<file path="config.mk">
export PLATFORM = sky130hd
export DESIGN_NAME = rotmask_unit
export DESIGN_NICKNAME = d
export VERILOG_FILES = /design/src/rtl/rm_pkg.sv /design/src/rtl/rm_rot_stage.sv /design/src/rtl/rm_rotator.sv /design/src/rtl/rm_maskgen.sv /design/src/rtl/rotmask_unit.sv
export SDC_FILE = /design/constraint.sdc
export NUM_CORES = 1
export LEC_CHECK = 0
export ABC_CLOCK_PERIOD_IN_PS = 23700
export BUFFER_PORTS_ARGS = -buffer_cell sky130_fd_sc_hd__buf_4
export CAP_MARGIN = 20
export CELL_PAD_IN_SITES_DETAIL_PLACEMENT = 0
export CELL_PAD_IN_SITES_GLOBAL_PLACEMENT = 2
export CORE_ASPECT_RATIO = 1.2
export CORE_MARGIN = 10
export CORE_UTILIZATION = 35
export DETAILED_ROUTE_END_ITERATION = 8
export MAX_ROUTING_LAYER = met4
export PLACE_DENSITY = 0.91
export SLEW_MARGIN = 10
export SYNTH_ARGS = -nofsm -noshare
export SYNTH_HDL_FRONTEND = slang
export SYNTH_SLANG_ARGS = --single-unit
</file>
<file path="constraint.sdc">
create_clock -name vclk -period 23.7
set_input_delay 4.74 -clock vclk [all_inputs]
set_output_delay 4.74 -clock vclk [all_outputs]
set_load 0.005 [all_outputs]
</file>
<file path="src/rtl/rm_pkg.sv">
package rm_pkg;
    typedef enum logic [2:0] {
        RM_ROT_BOTH      = 3'd0,
        RM_ROT_KEEP_LOW  = 3'd1,
        RM_ROT_KEEP_HIGH = 3'd2,
        RM_SHL           = 3'd3,
        RM_SHR           = 3'd4
    } rm_op_e;
endpackage

</file>
<file path="src/rtl/rm_rot_stage.sv">
// One 4:1 stage of the left rotator: rotates by sel * STEP.
module rm_rot_stage #(
    parameter int DATA_W = 64,
    parameter int STEP   = 1
) (
    input  logic [DATA_W-1:0] din,
    input  logic [1:0]        sel,
    output logic [DATA_W-1:0] dout
);
    logic [DATA_W-1:0] opt [4];

    for (genvar j = 0; j < 4; j++) begin : g_opt
        logic [2*DATA_W-1:0] wide;
        assign wide   = {din, din} << (j * STEP);
        assign opt[j] = wide[2*DATA_W-1:DATA_W];
    end

    assign dout = opt[sel];
endmodule

</file>
<file path="src/rtl/rm_rotator.sv">
// Cascaded radix-4 left rotator.
module rm_rotator #(
    parameter int DATA_W = 64,
    localparam int AMT_W = $clog2(DATA_W),
    localparam int NST   = (AMT_W + 1) / 2,
    localparam int HALF  = DATA_W / 2
) (
    input  logic [DATA_W-1:0] din,
    input  logic [AMT_W-1:0]  amt,
    output logic [DATA_W-1:0] dout
);
    logic [DATA_W-1:0]  stg [NST+1];
    logic [2*NST-1:0]   amt_x;

    assign amt_x  = (2*NST)'(amt);
    assign stg[0] = din;

    for (genvar g = 0; g < NST; g++) begin : g_stage
        rm_rot_stage #(.DATA_W(DATA_W), .STEP(4 ** g)) u_stage (
            .din (stg[g]),
            .sel (amt_x[2*g+1:2*g]),
            .dout(stg[g+1])
        );
    end

    assign dout = stg[NST];

    // a half-periodic input stays half-periodic after any rotation
    always_comb begin
        if (din[DATA_W-1:HALF] == din[HALF-1:0])
            a_r4_word_halves: assert (dout[DATA_W-1:HALF] == dout[HALF-1:0])
                else $error("rotator broke half replication");
    end
endmodule

</file>
<file path="src/rtl/rm_maskgen.sv">
// One-sided mask: ones at positions >= bound (FROM_LOW=0) or <= bound (FROM_LOW=1).
module rm_maskgen #(
    parameter int DATA_W   = 64,
    parameter bit FROM_LOW = 1'b0,
    localparam int AMT_W   = $clog2(DATA_W)
) (
    input  logic              en,
    input  logic [AMT_W-1:0]  bound,
    output logic [DATA_W-1:0] mask
);
    localparam logic [AMT_W-1:0] TOP_BIT = AMT_W'(DATA_W - 1);

    if (FROM_LOW) begin : g_le
        assign mask = en ? ({DATA_W{1'b1}} >> (TOP_BIT - bound)) : '0;
    end else begin : g_ge
        assign mask = en ? ({DATA_W{1'b1}} << bound) : '0;
    end
endmodule

</file>
<file path="src/rtl/rotmask_unit.sv">
module rotmask_unit
    import rm_pkg::*;
#(
    parameter int DATA_W = 64,
    localparam int AMT_W = $clog2(DATA_W)
) (
    input  logic [DATA_W-1:0] src_word,
    input  logic [DATA_W-1:0] ins_word,
    input  logic [AMT_W:0]    shamt,
    input  logic [AMT_W-1:0]  mask_lo,
    input  logic [AMT_W-1:0]  mask_hi,
    input  logic [2:0]        op_sel,
    input  logic              word_mode,
    input  logic              signed_mode,
    input  logic              merge_en,
    output logic [DATA_W-1:0] result,
    output logic              carry_out
);
    localparam int HALF = DATA_W / 2;
    localparam logic [AMT_W-1:0] TOP_BIT  = AMT_W'(DATA_W - 1);
    localparam logic [AMT_W-1:0] HALF_TOP = AMT_W'(HALF - 1);

    rm_op_e            op;
    logic              is_rot, over, sra, sign_bit;
    logic [AMT_W-1:0]  n_eff, rot_amt, lo_b, hi_b;
    logic              lo_en, hi_en, wrap;
    logic [DATA_W-1:0] rot_in, rot_out, m_ge, m_le, mask;
    logic [DATA_W-1:0] fill, keep, lost_mask;

    // Control: operand select, rotate amount and mask bounds
    always_comb begin
        op       = rm_op_e'(op_sel);
        is_rot   = (op == RM_ROT_BOTH) || (op == RM_ROT_KEEP_LOW) || (op == RM_ROT_KEEP_HIGH);
        over     = word_mode ? shamt[AMT_W-1] : shamt[AMT_W];
        n_eff    = word_mode ? {1'b0, shamt[AMT_W-2:0]} : shamt[AMT_W-1:0];
        if (word_mode)
            rot_in = {src_word[HALF-1:0], src_word[HALF-1:0]};
        else if (op == RM_SHL && signed_mode)
            rot_in = {{HALF{src_word[HALF-1]}}, src_word[HALF-1:0]};
        else
            rot_in = src_word;
        rot_amt  = (op == RM_SHR) ? (AMT_W'(0) - n_eff) : n_eff;
        lo_b  = '0;
        hi_b  = TOP_BIT;
        lo_en = 1'b0;
        hi_en = 1'b0;
        wrap  = 1'b0;
        case (op)
            RM_ROT_BOTH: begin
                lo_b  = mask_lo;
                hi_b  = mask_hi;
                lo_en = 1'b1;
                hi_en = 1'b1;
                wrap  = mask_lo > mask_hi;
            end
            RM_ROT_KEEP_LOW: begin
                hi_b  = mask_hi;
                lo_en = 1'b1;
                hi_en = 1'b1;
            end
            RM_ROT_KEEP_HIGH: begin
                lo_b  = mask_lo;
                lo_en = 1'b1;
                hi_en = 1'b1;
            end
            RM_SHL: begin
                lo_b  = n_eff;
                hi_b  = word_mode ? HALF_TOP : TOP_BIT;
                lo_en = !over;
                hi_en = !over;
            end
            RM_SHR: begin
                hi_b  = (word_mode ? HALF_TOP : TOP_BIT) - n_eff;
                lo_en = !over;
                hi_en = !over;
            end
            default: ;
        endcase
    end

    rm_rotator #(.DATA_W(DATA_W)) u_rot (
        .din (rot_in),
        .amt (rot_amt),
        .dout(rot_out)
    );

    rm_maskgen #(.DATA_W(DATA_W), .FROM_LOW(1'b0)) u_mask_ge (
        .en   (lo_en),
        .bound(lo_b),
        .mask (m_ge)
    );

    rm_maskgen #(.DATA_W(DATA_W), .FROM_LOW(1'b1)) u_mask_le (
        .en   (hi_en),
        .bound(hi_b),
        .mask (m_le)
    );

    // Output: masked merge, sign fill and carry
    always_comb begin
        mask      = wrap ? (m_ge | m_le) : (m_ge & m_le);
        sign_bit  = word_mode ? src_word[HALF-1] : src_word[DATA_W-1];
        sra       = (op == RM_SHR) && signed_mode;
        fill      = (sra && sign_bit) ? ~mask : '0;
        keep      = (is_rot && merge_en) ? (ins_word & ~mask) : '0;
        result    = (rot_out & mask) | keep | fill;
        if (over)
            lost_mask = word_mode ? {{HALF{1'b0}}, {HALF{1'b1}}} : {DATA_W{1'b1}};
        else
            lost_mask = (DATA_W'(1) << n_eff) - DATA_W'(1);
        carry_out = sra && sign_bit && (|(src_word & lost_mask));
    end

    always_comb begin
        if (op == RM_SHL && !over)
            a_r6_shl_low_clear: assert ((result & ((DATA_W'(1) << n_eff) - DATA_W'(1))) == '0)
                else $error("shift left left low bits set");
        if (op == RM_SHR && !signed_mode && over)
            a_r7_lsr_over_zero: assert (result == '0)
                else $error("oversized logical right shift not zero");
        if (op == RM_ROT_BOTH && mask_lo == mask_hi)
            a_r2_single_bit_mask: assert ($countones(mask) == 1)
                else $error("equal bounds did not give one mask bit");
        if (carry_out)
            a_r9_carry_neg_result: assert (result[DATA_W-1])
                else $error("carry without negative result");
        if (op_sel > 3'd4)
            a_r11_undef_zero: assert (result == '0 && !carry_out)
                else $error("undefined class produced output");
    end
endmodule

</file>
==> results of run 1 <==
-- power by group --
group	leakage, nW	switching (mW)	total, mW	internal [mW]
Combinational	5.37	0.305	0.475	0.169
Clock	0	0	0	0
Sequential	0	0	0	0
-- per-layer routing --
metal	GRT usage	up-vias	wire length, um
li1	-	7327	-
met1	0.4207	8062	29930
met2	0.5803	1250	36510
met3	0.05284	305	7073
met4	0.2530	0	6812
met5	-	-	0
-- logic make-up (layout without fill, tap and decap cells) --
logic type,count (synthesis),count (layout)
compound gates,790,790
xor+xnor,19,19
fa+ha+maj,45,45
buf+inv,216,283
mux,155,155
simple gates,613,613
-- worst paths after layout --
check | startpoint | end | depth (start not counted)
setup / recovery | shamt[0] | result[62] | 15
hold / removal | ins_word[19] | result[19] | 4
-- layout make-up --
type | count | area, sq um
fillers | 3696 | 20350
multi-input cells | 1622 | 11220
repair buffers | 257 | 1929
well taps | 456 | 570.5
inverters | 26 | 97.59
-- metrics by stage --
step                  util  hold slack (ns)  total power, mW  cell area, sq um  worst slack (ns)
global route        0.4043            9.883           0.4960             13810             9.196
finish              0.4043            9.834           0.4749             13810             9.377
floorplan                -            9.657           0.2723             12120             9.597
detailed placement  0.4043            9.833           0.4577             13810             9.487
global placement    0.4043            9.833           0.4585             13810             9.429
CTS                 0.4043            9.835           0.4594             13810             9.469
-- cell usage in the layout, fill, tap and decap left out, types with 40 or more instances in the layout --
cell type,netlist,layout
nor2_1,147,146
o211ai_1,40,40
nand2_1,210,210
a21oi_1,176,176
mux2i_1,77,76
mux4_2,41,41
a211oi_1,71,71
buf_4,11,257
nor3_1,45,45
nand3_1,58,58
o21ai_0,144,143
==> results.py, run 1 <==
metrics = {
    "cells_and_area": {
        "drive_above_1_share": 0.2063,
        "diodes": 0,
        "seq_cells": 0,
        "n_clock_buffer": 0,
        "seq_area_sq_um": 0,
        "layout.nets": 2073,
        "area_delta_synth_final_pct": 14.00,
        "layout.cells.non_filler": 2361,
    },
    "synthesis": {
        "yosysTopAreaCellShare": 0.07620,
        "synth_warnings": 0,
        "netlist_instances": 1838,
        "syn_avg_cell_area_sq_um": 6.593,
        "synth_compound_area_frac": 0.4454,
        "synth_fa_ha_area_frac": 0.03986,
        "synth_most_common_cell": "nand2_1",
        "yosysSeqAreaShare": 0,
        "syn-cell-area_sq_um": 12120,
        "synth_cell_types": 96,
        "synth_mux_area_frac": 0.1795,
        "synth_nets": 2004,
        "synth_common_cells": "nand2_1 (210), a21oi_1 (176), nor2_1 (147)",
        "synth-xor-area-share": 0.01373,
        "yosys.area_share.simple": 0.2405,
        "synth_top_family_by_area": "compound AO/OA/AOI/OAI gates",
        "synth_top_cell_by_area": "mux4_2",
        "synthTopCellsByArea": "mux4_2 (7.6%), a21oi_1 (7.3%), nand2_1 (6.5%)",
    },
    "run": {
        "max_cap_violations": 0,
    },
    "power": {
        "peakVddDrop_v": 0.00001107,
        "p_leak_nw": 5.372,
        "power_density_nw_per_um2": 34.38,
    },
    "clock_tree": {
        "post-cts-setup-buffers": 0,
        "cts_hold_buf": 0,
        "post_cts_resized": 0,
    },
    "route": {
        "routedWlPerCell_um": 34.02,
        "ant_nets": 0,
        "totalWireLength_mm": 80.32,
        "drt_iter0_markers": 2288,
        "drc": 0,
        "viasPerCell": 7.177,
        "vias": 16944,
        "drt_pass1_iterations": 6,
    },
    "die": {
        "core_area_sq_um": 34170,
        "die_area_sq_um": 42500,
        "die_x_um": 189.9,
        "start_util": 0.3547,
        "num_rows": 74,
        "num_io_pins": 218,
        "dieHeight_um": 223.8,
    },
    "grt": {
        "grt_max_degree": 73,
        "grt_remaining_overflow": 0,
        "grt_usage": 0.3664,
        "grt_pass1_wl_mm": 115.4,
        "antenna_found_initial": 0,
        "grt_pass1_vias": 16249,
    },
    "setup_path": {
        "worstPathArrival_ns": 9.58,
        "cp-end-kind": "output port",
        "crit_fanout": 62,
        "crit_path_cell_trace": "buf_4 -> inv_1 -> buf_4 -> ha_1 -> nand4bb_1 -> o21ai_4 -> buf_4 -> mux2i_1 -> nand2_1 -> a31oi_1 -> or3_1 -> a21oi_1 -> o41ai_1 -> mux2i_1 -> buf_4",
        "worst-path-buf-inv": 5,
        "critPathLaunchType": "input port",
        "cp_top_family": "compound AO/OA/AOI/OAI gates",
        "crit_required_ns": 18.96,
        "slowest_stage": "o41ai_1",
        "crit_type": "input port to output port",
        "cp_common_cell": "buf_4",
        "cp_slowest_stage_delay_ns": 0.79,
    },
    "sta": {
        "setup_viol": 0,
        "clock.fmax_ghz": 0.06982,
        "tns_ns": 0,
        "worstMarginPinSlew_ns": 1.137,
        "hold_viol": 0,
        "drv_slew": 0,
        "rsz0062_at_grt": "no",
        "timing.final.crit_period_ns": 14.32,
        "max_slew_margin": 0.2395,
        "post-route-period-util": 0.6044,
    },
    "placement": {
        "dp_hpwl_mm": 63.14,
        "gp_congestion": 1.096,
        "placed_cells": 2361,
        "port_buffers": 218,
    },
    "status": {
        "run_status": "finished clean",
    },
    "min_path": {
        "worstHoldPathType": "input port to output port",
    },
}
Note: power is estimated with default switching activity, not from simulation.
==> run 2: changes to the inputs <==
--- a/config.mk
+++ b/config.mk
@@ -5,17 +5,17 @@
 export SDC_FILE = /design/constraint.sdc
 export NUM_CORES = 1
 export LEC_CHECK = 0
-export ABC_CLOCK_PERIOD_IN_PS = 23700
+export ABC_CLOCK_PERIOD_IN_PS = 13740
 export BUFFER_PORTS_ARGS = -buffer_cell sky130_fd_sc_hd__buf_4
 export CAP_MARGIN = 20
 export CELL_PAD_IN_SITES_DETAIL_PLACEMENT = 0
 export CELL_PAD_IN_SITES_GLOBAL_PLACEMENT = 2
 export CORE_ASPECT_RATIO = 1.2
 export CORE_MARGIN = 10
-export CORE_UTILIZATION = 35
+export CORE_UTILIZATION = 32
 export DETAILED_ROUTE_END_ITERATION = 8
 export MAX_ROUTING_LAYER = met4
-export PLACE_DENSITY = 0.91
+export PLACE_DENSITY = 0.84
 export SLEW_MARGIN = 10
 export SYNTH_ARGS = -nofsm -noshare
 export SYNTH_HDL_FRONTEND = slang
==> constraint.sdc (replaced) <==
create_clock -name vclk -period 13.74
set_input_delay 2.748 -clock vclk [all_inputs]
set_output_delay 2.748 -clock vclk [all_outputs]
set_load 0.005 [all_outputs]
==> results.py, run 2 (synthesis results as in run 1) <==
metrics = {
    "status": {
        "run_status": "finished clean",
    },
    "cells_and_area": {
        "final_cell_mix": "buf_4 (263), nand2_1 (210), a21oi_1 (176)",
        "nFillCells": 4154,
        "drive_above_1_share": 0.2097,
        "area_delta_synth_final_pct": 14.91,
        "layout.cells.non_filler": 2393,
        "final_common_cell": "buf_4",
        "seq_cells": 0,
        "seq_area_sq_um": 0,
        "n_clock_buffer": 0,
        "layout.nets": 2080,
    },
    "grt": {
        "grt_pass1_wl_mm": 117.1,
        "grt_max_degree": 73,
        "grt_pass1_vias": 15604,
        "grt_remaining_overflow": 0,
        "antenna_found_initial": 0,
        "grt_usage": 0.3500,
    },
    "clock_tree": {
        "post_cts_resized": 0,
        "post-cts-setup-buffers": 0,
        "cts_hold_buf": 0,
    },
    "setup_path": {
        "crit_required_ns": 10.99,
        "cp-end-kind": "output port",
        "crit_type": "input port to output port",
        "worstPathArrival_ns": 7.99,
        "crit_fanout": 17,
        "critPathLaunchType": "input port",
    },
    "placement": {
        "port_buffers": 218,
        "gp_congestion": 1.075,
        "dp_hpwl_mm": 66.13,
        "placed_cells": 2391,
    },
    "die": {
        "die_area_sq_um": 46080,
        "start_util": 0.3225,
        "num_rows": 78,
        "core_area_sq_um": 37570,
        "die_x_um": 197.6,
        "num_io_pins": 218,
        "dieHeight_um": 233.2,
    },
    "route": {
        "drt_iter0_markers": 2051,
        "totalWireLength_mm": 82.83,
        "ant_nets": 0,
        "vias": 17013,
        "routedWlPerCell_um": 34.61,
        "drt_pass1_iterations": 6,
        "viasPerCell": 7.109,
        "drc": 0,
    },
    "sta": {
        "setup_viol": 0,
        "clock.fmax_ghz": 0.09316,
        "drv_slew": 0,
        "hold_viol": 0,
        "rsz0062_at_grt": "no",
        "timing.final.crit_period_ns": 10.73,
        "worstMarginPinSlew_ns": 1.188,
        "post-route-period-util": 0.7812,
        "max_slew_margin": 0.2052,
        "tns_ns": 0,
    },
    "run": {
        "max_cap_violations": 0,
    },
    "min_path": {
        "worstHoldPathType": "input port to output port",
    },
}
[run 2: path summary, 6_finish.rpt]
check,start,endpoint,slack [ns],cells after the start
hold / removal,ins_word[13],result[13],5.87,4
setup / recovery,shamt[0],carry_out,3.01,16
[run 2: layer usage]
metal  part of all wire  global-route usage  up-vias
met1               0.38              0.3977     8214
li1                   -                   -     7329
met5                  0                   -        -
met2               0.47              0.5819     1204
met4              0.073              0.2033        0
met3              0.084             0.04622      266
[run 2: layout make-up]
cell class         instances  area (sq um)  share of cell area
inverters                 26         97.59            0.007009
multi-input cells       1622         11220              0.8059
repair buffers           264          2002              0.1438
well taps                480         600.6             0.04313
diodes                     1         2.502           0.0001797
[run 2: stage by stage]
stage / hold WS, ns / area [sq um] / util / setup WS [ns]
2_1_floorplan: 5.673 / 12120 / - / 3.621
3_3_place_gp: 5.860 / 13890 / 0.3697 / 3.136
3_5_place_dp: 5.866 / 13890 / 0.3697 / 3.122
4_1_cts: 5.876 / 13890 / 0.3697 / 3.081
5_1_grt: 5.887 / 13920 / 0.3705 / 2.743
6_report: 5.870 / 13920 / 0.3706 / 3.006
[run 2: critical path: stages]
cell and delay [ns]:
buf_4 0.16, inv_1 0.56, ha_1 0.34, ha_1 0.52, nand2_1 0.11, ha_1 0.43
and3_1 0.32, a22oi_1 0.90, buf_4 0.36, a211oi_1 0.06, a311oi_1 0.31, o2111ai_1 0.14
a2111o_1 0.40, o31a_1 0.31, o21a_1 0.19, buf_4 0.14
